**config.mk**
```make
export PLATFORM = sky130hd
export DESIGN_NAME = pcm_channel_map
export DESIGN_NICKNAME = d
export VERILOG_FILES = /design/src/rtl/pcm_pkg.sv /design/src/rtl/pcm_addr_decode.sv /design/src/rtl/pcm_feature_map.sv /design/src/rtl/pcm_read_mux.sv /design/src/rtl/pcm_channel_map.sv
export SDC_FILE = /design/constraint.sdc
export NUM_CORES = 1
export LEC_CHECK = 0
export BUFFER_PORTS_ARGS = -buffer_cell sky130_fd_sc_hd__buf_2
export CAP_MARGIN = 20
export CORE_ASPECT_RATIO = 0.7
export CORE_MARGIN = 2
export CORE_UTILIZATION = 58
export CTS_BUF_LIST = sky130_fd_sc_hd__clkbuf_16
export DETAILED_ROUTE_END_ITERATION = 8
export GPL_TIMING_DRIVEN = 0
export PLACE_DENSITY = 0.85
export REMOVE_ABC_BUFFERS = 1
export SKIP_CTS_REPAIR_TIMING = 1
export SKIP_LAST_GASP = 1
export SYNTH_ARGS = -nofsm -noshare
export SYNTH_HDL_FRONTEND = slang
export SYNTH_SLANG_ARGS = --single-unit
```
**constraint.sdc**
```tcl
create_clock -name clk -period 4.49 [get_ports clk]
set_input_delay 0 -clock clk [delete_from_list [all_inputs] [get_ports clk]]
set_output_delay 0 -clock clk [all_outputs]
set_load 0.03 [all_outputs]
```
**src/rtl/pcm_pkg.sv**
```systemverilog
package pcm_pkg;
    localparam int unsigned BYTE_W        = 8;
    localparam int unsigned SEL_ADDR      = 0;
    localparam int unsigned DATA_ADDR_LO  = 1;
endpackage

```
**src/rtl/pcm_addr_decode.sv**
```systemverilog
module pcm_addr_decode
    import pcm_pkg::*;
#(
    parameter int unsigned ADDR_W    = 3,
    parameter int unsigned NUM_BYTES = 4
) (
    input  logic [ADDR_W-1:0]    addr,
    output logic                 sel_hit,
    output logic [NUM_BYTES-1:0] byte_hit
);
    always_comb begin
        sel_hit = (addr == ADDR_W'(SEL_ADDR));
    end

    for (genvar k = 0; k < NUM_BYTES; k++) begin : g_byte_dec
        always_comb begin
            byte_hit[k] = (addr == ADDR_W'(DATA_ADDR_LO + k));
        end
    end
endmodule

```
**src/rtl/pcm_feature_map.sv**
```systemverilog
module pcm_feature_map
    import pcm_pkg::*;
#(
    parameter int unsigned NUM_BYTES = 4,
    localparam int unsigned CHAN     = NUM_BYTES * BYTE_W
) (
    input  logic                 clk,
    input  logic                 rst_n,
    input  logic                 feat_sel,
    input  logic                 wr_en,
    input  logic [NUM_BYTES-1:0] byte_hit,
    input  logic [BYTE_W-1:0]    wdata,
    output logic [CHAN-1:0]      map
);
    typedef struct packed {
        logic [NUM_BYTES-1:0][BYTE_W-1:0] bytes;
    } map_state_t;

    map_state_t st_d, st_q;

    always_comb begin
        st_d = st_q;
        for (int k = 0; k < NUM_BYTES; k++) begin
            if (wr_en && feat_sel && byte_hit[k]) begin
                st_d.bytes[k] = wdata;
            end
        end
    end

    always_ff @(posedge clk) begin
        if (!rst_n) st_q <= '0;
        else        st_q <= st_d;
    end

    assign map = st_q.bytes;

    assert_unselected_hold_R4: assert property (@(posedge clk) disable iff (!rst_n)
        (!feat_sel || !wr_en) |=> $stable(st_q));

    for (genvar k = 0; k < NUM_BYTES; k++) begin : g_chk
        assert_byte_load_R3: assert property (@(posedge clk) disable iff (!rst_n)
            (wr_en && feat_sel && byte_hit[k]) |=> (map[k*BYTE_W +: BYTE_W] == $past(wdata)));
        assert_byte_isolation_R10: assert property (@(posedge clk) disable iff (!rst_n)
            !(wr_en && byte_hit[k]) |=> $stable(st_q.bytes[k]));
    end
endmodule

```
**src/rtl/pcm_read_mux.sv**
```systemverilog
module pcm_read_mux
    import pcm_pkg::*;
#(
    parameter int unsigned NUM_FEAT  = 8,
    parameter int unsigned NUM_BYTES = 4,
    localparam int unsigned CHAN     = NUM_BYTES * BYTE_W
) (
    input  logic                               clk,
    input  logic                               rst_n,
    input  logic [NUM_FEAT-1:0]                sel_q,
    input  logic                               sel_hit,
    input  logic [NUM_BYTES-1:0]               byte_hit,
    input  logic [NUM_FEAT-1:0][CHAN-1:0]      maps,
    output logic [BYTE_W-1:0]                  rdata
);
    typedef struct packed {
        logic [BYTE_W-1:0] rdata;
    } rd_state_t;

    rd_state_t st_d, st_q;
    logic [CHAN-1:0] picked;
    logic            single;

    always_comb begin
        picked = '0;
        for (int f = 0; f < NUM_FEAT; f++) begin
            if (sel_q[f]) picked = picked | maps[f];
        end
        single = ($countones(sel_q) == 1);
    end

    always_comb begin
        st_d.rdata = '0;
        if (sel_hit) begin
            st_d.rdata = BYTE_W'(sel_q);
        end else if (single) begin
            for (int k = 0; k < NUM_BYTES; k++) begin
                if (byte_hit[k]) st_d.rdata = picked[k*BYTE_W +: BYTE_W];
            end
        end
    end

    always_ff @(posedge clk) begin
        if (!rst_n) st_q <= '0;
        else        st_q <= st_d;
    end

    assign rdata = st_q.rdata;

    assert_ambiguous_zero_R7: assert property (@(posedge clk) disable iff (!rst_n)
        ((|byte_hit) && ($countones(sel_q) != 1)) |=> (rdata == '0));
    assert_sel_readback_R2: assert property (@(posedge clk) disable iff (!rst_n)
        sel_hit |=> (rdata == BYTE_W'($past(sel_q))));
    assert_single_read_R6: assert property (@(posedge clk) disable iff (!rst_n)
        (byte_hit[0] && sel_q[0] && $countones(sel_q) == 1)
            |=> (rdata == $past(maps[0][BYTE_W-1:0])));
endmodule

```
**src/rtl/pcm_channel_map.sv**
```systemverilog
module pcm_channel_map
    import pcm_pkg::*;
#(
    parameter int unsigned NUM_FEAT  = 8,
    parameter int unsigned NUM_BYTES = 4,
    parameter int unsigned ADDR_W    = 3,
    localparam int unsigned CHAN     = NUM_BYTES * BYTE_W
) (
    input  logic                     clk,
    input  logic                     rst_n,
    input  logic [ADDR_W-1:0]        host_addr,
    input  logic [BYTE_W-1:0]        host_wdata,
    input  logic                     host_we,
    output logic [BYTE_W-1:0]        host_rdata,
    output logic [NUM_FEAT*CHAN-1:0] chan_en
);
    typedef struct packed {
        logic [NUM_FEAT-1:0] sel;
    } top_state_t;

    top_state_t st_d, st_q;
    logic                          sel_hit;
    logic [NUM_BYTES-1:0]          byte_hit;
    logic [NUM_FEAT-1:0][CHAN-1:0] maps;

    pcm_addr_decode #(.ADDR_W(ADDR_W), .NUM_BYTES(NUM_BYTES)) i_dec (
        .addr     (host_addr),
        .sel_hit  (sel_hit),
        .byte_hit (byte_hit)
    );

    always_comb begin
        st_d = st_q;
        if (host_we && sel_hit) st_d.sel = host_wdata[NUM_FEAT-1:0];
    end

    always_ff @(posedge clk) begin
        if (!rst_n) st_q <= '0;
        else        st_q <= st_d;
    end

    for (genvar f = 0; f < NUM_FEAT; f++) begin : g_feat
        pcm_feature_map #(.NUM_BYTES(NUM_BYTES)) i_map (
            .clk      (clk),
            .rst_n    (rst_n),
            .feat_sel (st_q.sel[f]),
            .wr_en    (host_we),
            .byte_hit (byte_hit),
            .wdata    (host_wdata),
            .map      (maps[f])
        );
    end

    pcm_read_mux #(.NUM_FEAT(NUM_FEAT), .NUM_BYTES(NUM_BYTES)) i_rd (
        .clk      (clk),
        .rst_n    (rst_n),
        .sel_q    (st_q.sel),
        .sel_hit  (sel_hit),
        .byte_hit (byte_hit),
        .maps     (maps),
        .rdata    (host_rdata)
    );

    assign chan_en = maps;

    assert_sel_load_R2: assert property (@(posedge clk) disable iff (!rst_n)
        (host_we && host_addr == ADDR_W'(SEL_ADDR))
            |=> (st_q.sel == $past(host_wdata[NUM_FEAT-1:0])));
    assert_decode_onehot_R9: assert property (@(posedge clk) disable iff (!rst_n)
        $onehot0({sel_hit, byte_hit}));
    assert_unmapped_inert_R9: assert property (@(posedge clk) disable iff (!rst_n)
        (host_addr > ADDR_W'(NUM_BYTES)) |=> ($stable(st_q) && $stable(chan_en) && host_rdata == '0));
endmodule

```
After elaboration in Yosys (flattened, before gate mapping)

Cells that the tools add are included.

Eq/ne operators: 5
Bitwise logic cells: 7
Reductions and logical operators: 42
Add/sub/neg operators: 7
Mux-type cells: 14

Operators by type and width:

| kind                  | number |
|---|---|
| $mux W32              | 8 |
| $or A32 B32 Y32       | 7 |
| $add A32 B32 Y32      | 3 |
| $mux W8               | 6 |
| $logic_and A1 B1 Y1   | 41 |
| $eq A32 B2 Y1 const B | 1 |
| $add A1 B1 Y2         | 4 |
| $eq A3 B2 Y1 const B  | 2 |
| $eq A3 B1 Y1 const B  | 1 |
| $eq A3 B3 Y1 const B  | 1 |
| $logic_not A3 Y1      | 1 |

Output and inout port bits: 264
Register bits after elaboration: 272
Word-level logic and storage cells: 109
Bits of input ports: 14

Longest topological paths before layout

Gate-level depths: netlist of the first run.

Word-level depth: 21
Gate-level depth with buffers: 11
Gate-level depth less buffers: 11

Hierarchy

Synthesis of the first run repeated with hierarchy kept, for this count alone.

Cell total of the unflattened synthesis: 1205
Area, all modules: 11850.1 µm²

By module, submodules not included:

| module          | area each (µm²) | cells each | seq. area each (µm²) | times used |
|---|---|---|---|---|
| pcm_feature_map | 1167.4          | 112        | 640.6                | 8 |
| pcm_read_mux    | 2114.5          | 266        | 160.2                | 1 |
| pcm_channel_map | 359.1           | 38         | 160.2                | 1 |
| pcm_addr_decode | 37.5            | 5          | 0.0                  | 1 |

Worst setup path before layout of the first run

No wires, ideal clock.

Path kind: register to register
Start point: reg st_q[6] in the netlist's numbering
End point: reg i_rd.st_q, in the netlist i_rd.rdata[6]
Cell stages (with the launch flop): 12
Library setup time: 0.074 ns
Path buffers: 0
Required time: 4.416 ns
Slack: 1.414 ns
Clock period less this slack: 3.076 ns
Data arrival time: 3.002 ns
Path through: dfxtp_1 > ha_1 > inv_1 > fa_1 > inv_1 > fa_1 > ha_1 > fa_1 > nor4b_1 > nand3_1 > a41o_1 > o21ai_0

Cells in the longest elaborated chain, start to end: 9
Elaborated cells on any way between the ends: 13
Classes of those cells: add/sub: 3; eq/ne: 1; mux: 8; bitwise: 1

RTL lines:

| item                                                                     | RTL line              | RTL |
|---|---|---|
| start, declared                                                          | pcm_channel_map.sv:21 | `top_state_t st_d, st_q;` |
| start signal, assigned                                                   | pcm_channel_map.sv:39 | `else st_q <= st_d;` |
| parallel branches: the longest is 8 deep, another holds $add A32 B32 Y32 | --                    |  |
| $mux W8 *                                                                | pcm_read_mux.sv:34    | `if (sel_hit) begin` |
| end signal, assigned                                                     | pcm_read_mux.sv:45    | `else st_q <= st_d;` |
| end, declared                                                            | pcm_read_mux.sv:20    | `rd_state_t st_d, st_q;` |

Mark *: on every way between the ends.
A chain may end at the register's enable or synchronous reset.

Worst setup path after layout of the first run

Start point: reg st_q[5] in the netlist's numbering
End point: reg i_rd.st_q, in the netlist i_rd.rdata[2]

Cells in the longest elaborated chain, start to end: 11
Elaborated cells on any way between the ends: 15
Classes of those cells: add/sub: 3; eq/ne: 1; mux: 9; bitwise: 2

RTL lines:

| item                                                                     | RTL line           | RTL |
|---|---|---|
| parallel branches: the longest is 9 deep, another holds $add A32 B32 Y32 | --                 |  |
| $mux W8 *                                                                | pcm_read_mux.sv:36 | `end else if (single) begin` |
| $mux W8 *                                                                | pcm_read_mux.sv:34 |  |

Marked as above.

==> results.md, run 1 <==
* Most frequent cells in the layout: nand2_1 (348), buf_2 (277), dfxtp_1 (264)
* R2R Setup Slk at 0.20 ns
* Port bufs at 277
* Top_reg_cell synth: dfxtp_1
* Hold depth at 4
* Largest delay share family, worst path: adder cells
* Critical-path cell list: ha_1 -> fa_1 -> fa_1 -> ha_1 -> fa_1 -> nor4b_1 -> nand3_1 -> a31oi_1 -> a32o_1
* Worst-Skew Late Latency at 0.54 ns
* Routed len/inst at 23.2 um
* CTS buffer count at 26
* Worst Setup SP: st_q[5]
* Post-DR vias/cell at 6.53
* Period utilization at 95.6%
* Drt drc at 0
* Via count at 12.6k
* Overall routing resource usage at 38.5%
* Simple-gate portion of the synthesized area at 13.9%
* CP Launch Type: flip-flop
* RSZ-0062 raised after global routing: no
* Sequential element share of the synthesized area at 44.7%
* Ys Warns at 0
* First-pass DRT Iterations at 6
* Netlist cell types at 40
* Synth Area in Compound Gates at 35.0%
* Max-cap violations at 0
* CTS root buf: clkbuf_16
* Die Width at 177 um
* Ys async rst share at 0%
* Power density over cell area at 324 mW/mm^2
* LEAKAGE at 5.43 nW
* Clock buffer depth at 3
* Die span in y at 125 um
* Core area at 0.0207 mm^2
* Die area at 0.0222 mm^2
* R2R cell count at 9
* Status: finished, final reports clean
* CP Class: reg2reg
* Worst path max stage delay at 1.01 ns
* Number of DRC markers in iteration 0 at 1885
* Gr ovfl total at 0
* Synth Area in Adders at 1.27%
* Fraction of synthesized area in multiplexers at 0%
* Final ANT Viol Nets at 0
* Cells after synthesis at 1466
* Setup TNS at 0 ns
* Critical path fanouts, max at 38
* Clk slew on worst S/H paths at 0.06 ns
* Pin count of the biggest net entering global routing at 169
* Setup Skew at 0.0134 ns
* Ports at 278
* CP Data Required Time at 4.96 ns
* Final min period at 4.29 ns
* Synthesized area at 0.0122 mm^2
* Commonest non-fill, non-tap cell in the layout: nand2_1
* Min-Delay Startpoint: host_addr[2]
* Worst Hold Endpoint: i_rd.rdata[5]
* R2R Path Start: st_q[5]
* Post-Synth XOR/XNOR Area at 0%
* Relative slew slack at 24.5%
* Final Net Count at 1667
* FF-to-FF End: i_rd.rdata[2]
* Area Growth Syn to Fin at 17.9%
* Crit-path most repeated cell: fa_1
* #FFs+latches synth at 272
* Starting density of the core at 58.9%
* Final setup vio count at 0
* Arrival time at the worst endpoint at 4.76 ns
* Number of global-route vias before repair at 11.5k
* Final Core Density at 69.5%
* Peak supply drop at 0.367 mV
* Crit path buf inv count at 0
* Worst slew pin tran at 1.13 ns
* EDFF count, synth at 0
* HP Class: in2reg
* TritonCTS clock tree: yes
* Antenna violations before repair at 4
* CP max stage cell: dfxtp_2
* Clock sink total at 272
* H-tree levels at 1
* Layout cells sized above 1 at 20.6%
* Post-DP HPWL at 28100 um
* Crit. End Element: flip-flop
* Placer Congestion at 0.870
* Drt total wl at 44700 um
* Final-report max-slew violation count at 0
* First-pass GRT wire length at 66400 um
* Syn_area_per_cell at 8.32 um^2
* Count of standard-cell rows at 44
* Peak Freq at 0.233 GHz
* Largest family of logic cells by synthesized area: compound AO/OA/AOI/OAI gates
* Final Hold Viols at 0
-- cells by family after synthesis --
logic type / Yosys count
buffers and inverters: 148
adder cells (fa/ha/maj): 10
AO/OA/AOI/OAI: 619
flip-flops: 272
AND/OR/NAND/NOR: 417
-- routing by layer --
metal  GRT usage, %  up-vias  wire, um
li1               -     5533         -
met1           53.2     5925     17200
met2           56.5     1019     19000
met3           13.6      134      7130
met4           11.9        0      1370
met5              0        -         0
-- worst register-to-register path, stage by stage (launching register included) --
cell     delay, ns
dfxtp_2       1.01
ha_1          0.32
fa_1          0.46
fa_1          0.52
ha_1          0.23
fa_1          0.44
nor4b_1       0.34
nand3_1       0.35
a31oi_1       0.34
a32o_1        0.22
-- cell type report --
type	instances	area, um^2
Antenna cell	2	5.00
Tap cell	276	345
Inverter	5	18.8
Clock inverter	10	38.8
Clock buffer	27	676
Multi-Input combinational cell	1046	6120
Fill cell	1714	6320
Sequential cell	272	5460
Timing Repair Buffer	292	1720
-- flip-flops by register name, indices dropped and copies added, names as in the netlist --
signal            count
st_q                  8
g_feat.i_map.map    256
i_rd.rdata            8
-- how the worst max path moves through the flow --
stage / endpoint / slack, ns / cells past startpoint
final: i_rd.rdata[2] / 0.20 / 9
after global routing: i_rd.rdata[0] / 0.06 / 9
after CTS: i_rd.rdata[2] / 0.28 / 9
after detailed placement: i_rd.rdata[2] / 0.33 / 9
after global placement: i_rd.rdata[2] / -0.51 / 9
after floorplan: i_rd.rdata[6] / 0.78 / 9
-- synth_stat cells, types with 3 or more instances --
library cell,instances,area (um^2)
nand3_1,10,50.1
buf_1,25,93.8
nor2_4,6,67.6
nor2_1,27,101
a22o_1,24,210
a222oi_1,3,30.0
buf_6,5,56.3
nand4_1,7,43.8
dfxtp_1,272,5450
o21ai_0,194,971
ha_1,6,75.1
a31oi_1,19,119
fa_1,4,80.1
a21boi_0,258,1940
a221oi_1,29,254
a32o_1,4,40.0
buf_2,21,105
or3_1,5,31.3
buf_4,3,22.5
nor3_1,3,15.0
inv_1,5,18.8
nand2_1,349,1310
a21boi_1,6,45.0
a21oi_1,5,25.0
clkbuf_1,89,334
a22oi_1,63,473
a221oi_2,6,90.1
-- report_power, final --
part / switching (mW) / internal [mW] / total, mW
clock: 0.910 / 1.06 / 1.97
combinational: 0.169 / 0.0697 / 0.239
sequential: 0.0257 / 2.42 / 2.44
total: 1.11 / 3.55 / 4.66
-- per-stage QoR --
| step | hold slack, ns | area (um^2) | cells | setup slack [ns] | total power, mW |
|---|---|---|---|---|---|
| finish | 0.0233 | 14400 | 1930 | 0.196 | 4.66 |
| global route | 0.0785 | 14400 | 1929 | 0.0565 | 4.76 |
| CTS | -0.0785 | 14300 | 1923 | 0.276 | 4.63 |
| detailed placement | 0.439 | 13600 | 1886 | 0.326 | 2.72 |
| global placement | 0.436 | 13300 | 1876 | -0.514 | 2.72 |
| floorplan | 0.135 | 11600 | 1323 | 0.781 | 2.57 |
No activity file was read; power rests on OpenSTA's default activity.
==> run 2, diff against run 1 <==
Settings changed: BUFFER_PORTS_ARGS -buffer_cell sky130_fd_sc_hd__buf_2 to -buffer_cell sky130_fd_sc_hd__buf_4.
==> results.md, run 2 (synthesis results as in run 1) <==
* Status: complete, but fails checks (was finished, final reports clean)
* Failing checks: negative hold slack
* Final min period at 4.31 ns (was 4.29 ns)
* Overall routing resource usage at 38.7% (was 38.5%)
* Die area at 0.0222 mm^2 (unchanged)
* Peak supply drop at 0.332 mV (was 0.367 mV)
* Relative slew slack at 22.6% (was 24.5%)
* Post-DP HPWL at 28600 um (was 28100 um)
* First-pass DRT Iterations at 7 (was 6)
* Die Width at 177 um (unchanged)
* Crit. End Element: flip-flop (unchanged)
* Starting density of the core at 58.9% (unchanged)
* Worst path max stage delay at 1.03 ns (was 1.01 ns)
* Number of global-route vias before repair at 11.5k (about the same)
* Gr ovfl total at 0 (unchanged)
* LEAKAGE at 5.47 nW (was 5.43 nW)
* CP Data Required Time at 4.96 ns (about the same)
* Critical path fanouts, max at 37 (was 38)
* Drt drc at 0 (unchanged)
* Layout cells sized above 1 at 20.5% (was 20.6%)
* Area Growth Syn to Fin at 24.5% (was 17.9%)
* Hold WS at -0.0360 ns (was 0.0233 ns)
* Critical-path cell list: ha_1 -> fa_1 -> fa_1 -> ha_1 -> fa_1 -> nor4b_1 -> nand3_1 -> a31oi_1 -> a32o_1 (unchanged)
* Clock sink total at 272 (unchanged)
* Die span in y at 125 um (unchanged)
* HP Class: in2reg (unchanged)
* Drt total wl at 45500 um (was 44700 um)
* Cell area after layout at 0.0152 mm^2 (was 0.0144 mm^2)
* Worst Setup SP: st_q[4] (was st_q[5])
* CP Launch Type: flip-flop (unchanged)
* Placement Cell Area at 0.0143 mm^2 (was 0.0136 mm^2)
* TritonCTS clock tree: yes (unchanged)
* Count of standard-cell rows at 44 (unchanged)
* Period utilization at 96.0% (was 95.6%)
* Final Net Count at 1676 (was 1667)
* Power density over cell area at 309 mW/mm^2 (was 324 mW/mm^2)
* CP max stage cell: dfxtp_2 (unchanged)
* Crit-path most repeated cell: fa_1 (unchanged)
* Post-DR vias/cell at 6.55 (was 6.53)
* Commonest non-fill, non-tap cell in the layout: nand2_1 (unchanged)
* Final Hold Viols at 1 (was 0)
* Clk slew on worst S/H paths at 0.06 ns (about the same)
* Worst-Skew Late Latency at 0.53 ns (was 0.54 ns)
* Antenna violations before repair at 1 (was 4)
* Clock buffer depth at 3 (unchanged)
* Peak Freq at 0.232 GHz (was 0.233 GHz)
* R2R Path Start: st_q[4] (was st_q[5])
* Max FFs per register at 256 (unchanged)
* First-pass GRT wire length at 67000 um (was 66400 um)
* CP Class: reg2reg (unchanged)
* Via count at 12.7k (was 12.6k)
* CTS root buf: clkbuf_16 (unchanged)
* Min-Delay Startpoint: host_addr[2] (unchanged)
* Core area at 0.0207 mm^2 (unchanged)
* Placer Congestion at 0.890 (was 0.870)
* Max-cap violations at 0 (unchanged)
* Ports at 278 (unchanged)
* Pin count of the biggest net entering global routing at 193 (was 169)
* Ant. Diodes at 0 (was 2)
* Final setup vio count at 0 (unchanged)
* Fill cell count at 1570 (was 1714)
* Arrival time at the worst endpoint at 4.78 ns (was 4.76 ns)
* Most frequent cells in the layout: nand2_1 (348), buf_4 (277), dfxtp_1 (264) (was nand2_1 (348), buf_2 (277), dfxtp_1 (264))
* H-tree levels at 1 (unchanged)
* CTS buffer count at 26 (unchanged)
* Routed len/inst at 23.4 um (was 23.2 um)
* Number of DRC markers in iteration 0 at 2085 (was 1885)
* Final ANT Viol Nets at 0 (unchanged)
* RSZ-0062 raised after global routing: no (unchanged)
* Worst slew pin tran at 1.16 ns (was 1.13 ns)
* Port bufs at 277 (unchanged)
* Setup Skew at 0.0162 ns (was 0.0134 ns)
* Final-report max-slew violation count at 0 (unchanged)
==> run 2: changes by cell type in the layout (fill, tap and decap cells not counted), moves of 2 or more <==
cell | before | now
buf_2 | 277 | 0
buf_4 | 0 | 277
dlygate4sd3_1 | 2 | 11
clkinv_1 | 3 | 6
inv_1 | 11 | 14
dfxtp_2 | 8 | 6
dfxtp_4 | 0 | 2
diode_2 | 2 | 0
==> run 2: layer usage <==
metal	global-route usage, %	up-vias	share of wire (%)
met2	56.7	1069	42
met5	0	-	0.029
li1	-	5563	-
met4	14.0	2	3.8
met1	53.5	5938	38
met3	12.2	159	16
==> run 2: worst max-delay path: cells and delay by family, from the launching register on <==
family	cells	cell delay, ns
AO/OA/AOI/OAI	2	0.56
adder cells (fa/ha/maj)	5	1.93
flip-flops	1	1.03
AND/OR/NAND/NOR	2	0.73
==> run 2: final cells by class <==
class                   instances  area, um^2  share of cell area (%)
multi-input cells            1046        6120                    40.3
flip-flops and latches        272        5460                    36.0
repair buffers                301        2490                    16.4
clock buffers                  27         676                    4.45
well taps                     276         345                    2.27
clock inverters                17        66.3                   0.437
inverters                       5        18.8                   0.124
==> run 2: final timing paths <==
check,to,slack [ns],cells after the start
setup / recovery,i_rd.rdata[2],0.18,9
hold / removal,i_rd.rdata[5],-0.04,4
setup reg to reg,i_rd.rdata[2],0.18,9
hold reg to reg,g_feat[2].i_map.map[24],0.49,2
==> run 2: report_power, final <==
part	total (mW)	switching [mW]	leakage, nW	internal [mW]
Clock	1.99	0.922	0.398	1.07
Combinational	0.251	0.170	2.88	0.0805
Sequential	2.44	0.0263	2.19	2.42
Total	4.69	1.12	5.47	3.57
==> run 2: stage by stage <==
step	power (mW)	TNS, ns	util, %	setup slack [ns]	instances
detailed placement	2.73	0	68.9	0.340	1886
finish	4.69	0	73.4	0.181	1944
CTS	4.65	0	72.5	0.312	1930
floorplan	2.57	0	-	0.781	1323
global route	4.79	0	73.4	0.0216	1944
global placement	2.72	-2.12	67.7	-0.350	1876
==> run 3, diff against run 2 <==
Settings changed: GPL_TIMING_DRIVEN 0 to not set.
==> results.md, run 3 (synthesis results as in run 1) <==
* Clock sink total at 272 (unchanged)
* Critical path fanouts, max at 7 (was 37)
* Worst-Skew Late Latency at 0.55 ns (was 0.53 ns)
* Critical-path cell list: ha_1 -> inv_1 -> fa_1 -> inv_1 -> fa_1 -> ha_1 -> fa_1 -> nor4b_1 -> nand3_1 -> a31oi_1 -> a32o_1 (was ha_1 -> fa_1 -> fa_1 -> ha_1 -> fa_1 -> nor4b_1 -> nand3_1 -> a31oi_1 -> a32o_1)
* Seq. cell area at 0.00545 mm^2 (was 0.00546 mm^2)
* Count of standard-cell rows at 44 (unchanged)
* Final min period at 3.46 ns (was 4.31 ns)
* Setup Skew at 0.0340 ns (was 0.0162 ns)
* Final-report max-slew violation count at 0 (unchanged)
* Crit-path most repeated cell: fa_1 (unchanged)
* Period utilization at 77.0% (was 96.0%)
* Die area at 0.0222 mm^2 (unchanged)
* Final setup vio count at 0 (unchanged)
* Failing checks: negative hold slack (unchanged)
* Core area at 0.0207 mm^2 (unchanged)
* Final Core Density at 72.6% (was 73.4%)
* Ant. Diodes at 0 (unchanged)
* Most frequent cells in the layout: nand2_1 (348), buf_4 (299), dfxtp_1 (272) (was nand2_1 (348), buf_4 (277), dfxtp_1 (264))
* Area Growth Syn to Fin at 23.3% (was 24.5%)
* Setup TNS at 0 ns (unchanged)
* TritonCTS clock tree: yes (unchanged)
* Placer Congestion at 0.891 (was 0.890)
* Pin count of the biggest net entering global routing at 106 (was 193)
* Via count at 12.8k (was 12.7k)
* Overall routing resource usage at 39.2% (was 38.7%)
* CTS buffer count at 26 (unchanged)
* H-tree levels at 1 (unchanged)
* Drt total wl at 45400 um (was 45500 um)
* Gr ovfl total at 0 (unchanged)
* Max FFs per register at 256 (unchanged)
* Worst path max stage delay at 0.42 ns (was 1.03 ns)
* Routed len/inst at 23.3 um (was 23.4 um)
* First-pass DRT Iterations at 5 (was 7)
* Clk slew on worst S/H paths at 0.07 ns (was 0.06 ns)
* Relative slew slack at 26.2% (was 22.6%)
* First-pass GRT wire length at 68100 um (was 67000 um)
* Crit. End Element: flip-flop (unchanged)
* Area of the multi-input gates at 0.00612 mm^2 (unchanged)
* CP Launch Type: flip-flop (unchanged)
* Final Net Count at 1683 (was 1676)
* Arrival time at the worst endpoint at 3.92 ns (was 4.78 ns)
* Post-DR vias/cell at 6.57 (was 6.55)
* Ports at 278 (unchanged)
* Hold WS at -0.00720 ns (was -0.0360 ns)
* CP Class: reg2reg (unchanged)
* Worst setup margin at 1.03 ns (was 0.181 ns)
* Commonest non-fill, non-tap cell in the layout: nand2_1 (unchanged)
* Final ANT Viol Nets at 0 (unchanged)
* CTS root buf: clkbuf_16 (unchanged)
* Status: complete, but fails checks (unchanged)
* DP Worst Slack at 1.12 ns (was 0.340 ns)
* Total Power at 4.72 mW (was 4.69 mW)
* Fill cell count at 1625 (was 1570)
* CP max stage cell: fa_1 (was dfxtp_2)
* RSZ-0062 raised after global routing: no (unchanged)
* Number of DRC markers in iteration 0 at 2108 (was 2085)
* HP Class: in2reg (unchanged)
* Antenna violations before repair at 0 (was 1)
* Drt drc at 0 (unchanged)
* Power density over cell area at 314 mW/mm^2 (was 309 mW/mm^2)
* Clock buffer depth at 3 (unchanged)
* CP Data Required Time at 4.95 ns (was 4.96 ns)
* Final Hold Viols at 1 (unchanged)
* Number of global-route vias before repair at 11.7k (was 11.5k)
* Die span in y at 125 um (unchanged)
* Post-DP HPWL at 28800 um (was 28600 um)
* Peak Freq at 0.289 GHz (was 0.232 GHz)
* LEAKAGE at 5.42 nW (was 5.47 nW)
* Max-cap violations at 0 (unchanged)
* Die Width at 177 um (unchanged)
* Layout cells sized above 1 at 20.9% (was 20.5%)
* Starting density of the core at 58.9% (unchanged)
* Port bufs at 277 (unchanged)
* Peak supply drop at 0.252 mV (was 0.332 mV)
* Worst slew pin tran at 1.10 ns (was 1.16 ns)
==> run 3: changes by cell type in the layout (fill, tap and decap cells not counted), sizes merged <==
cell	delta
buf	+10
inv	-2
dlygate4sd3	-3
clkinv	+4
==> run 3: where the power goes <==
part	leakage [nW]	total, mW	switching, mW	internal, mW
Sequential	2.19	2.42	0.00495	2.42
Clock	0.408	2.03	0.950	1.08
Combinational	2.82	0.266	0.192	0.0740
==> run 3: path summary, 6_finish.rpt <==
check	cells past startpoint	slack (ns)	start	to
hold reg to reg	2	0.48	g_feat[0].i_map.map[31]	g_feat[0].i_map.map[31]
setup reg to reg	11	1.03	st_q[6]	i_rd.rdata[3]
setup / recovery	11	1.03	st_q[6]	i_rd.rdata[3]
hold / removal	4	-0.007	host_addr[2]	i_rd.rdata[5]
==> run 3: cell type report <==
cell class                 count  share of cell area (%)
inverter                       5                   0.125
clock inverter                19                   0.541
sequential                   272                    36.2
clock buffer                  27                    4.50
tap                          276                    2.30
multi-input combinational   1046                    40.7
timing repair buffer         308                    15.6
==> run 3: worst max-delay path, delay by kind of cell, from the launching register on <==
| family | cells | cell delay, ns |
|---|---|---|
| buf+inv | 2 | 0.14 |
| flops | 1 | 0.32 |
| fa+ha+maj | 5 | 1.77 |
| simple gates | 2 | 0.64 |
| compound gates | 2 | 0.48 |
==> run 3: metal layers <==
metal  track usage (%)  vias to the layer above  routed length [um]
met5                 0                        -                   0
met4              13.2                        0                1600
met3              9.88                      139                7010
met2              58.0                     1073               19300
met1              55.8                     6037               17500
li1                  -                     5575                   -
==> run 3: through the flow <==
step	instances	cell area [um^2]
finish	1953	15000
global route	1953	15000
CTS	1944	14900
detailed placement	1898	14200
global placement	1898	14200
floorplan	1323	11600
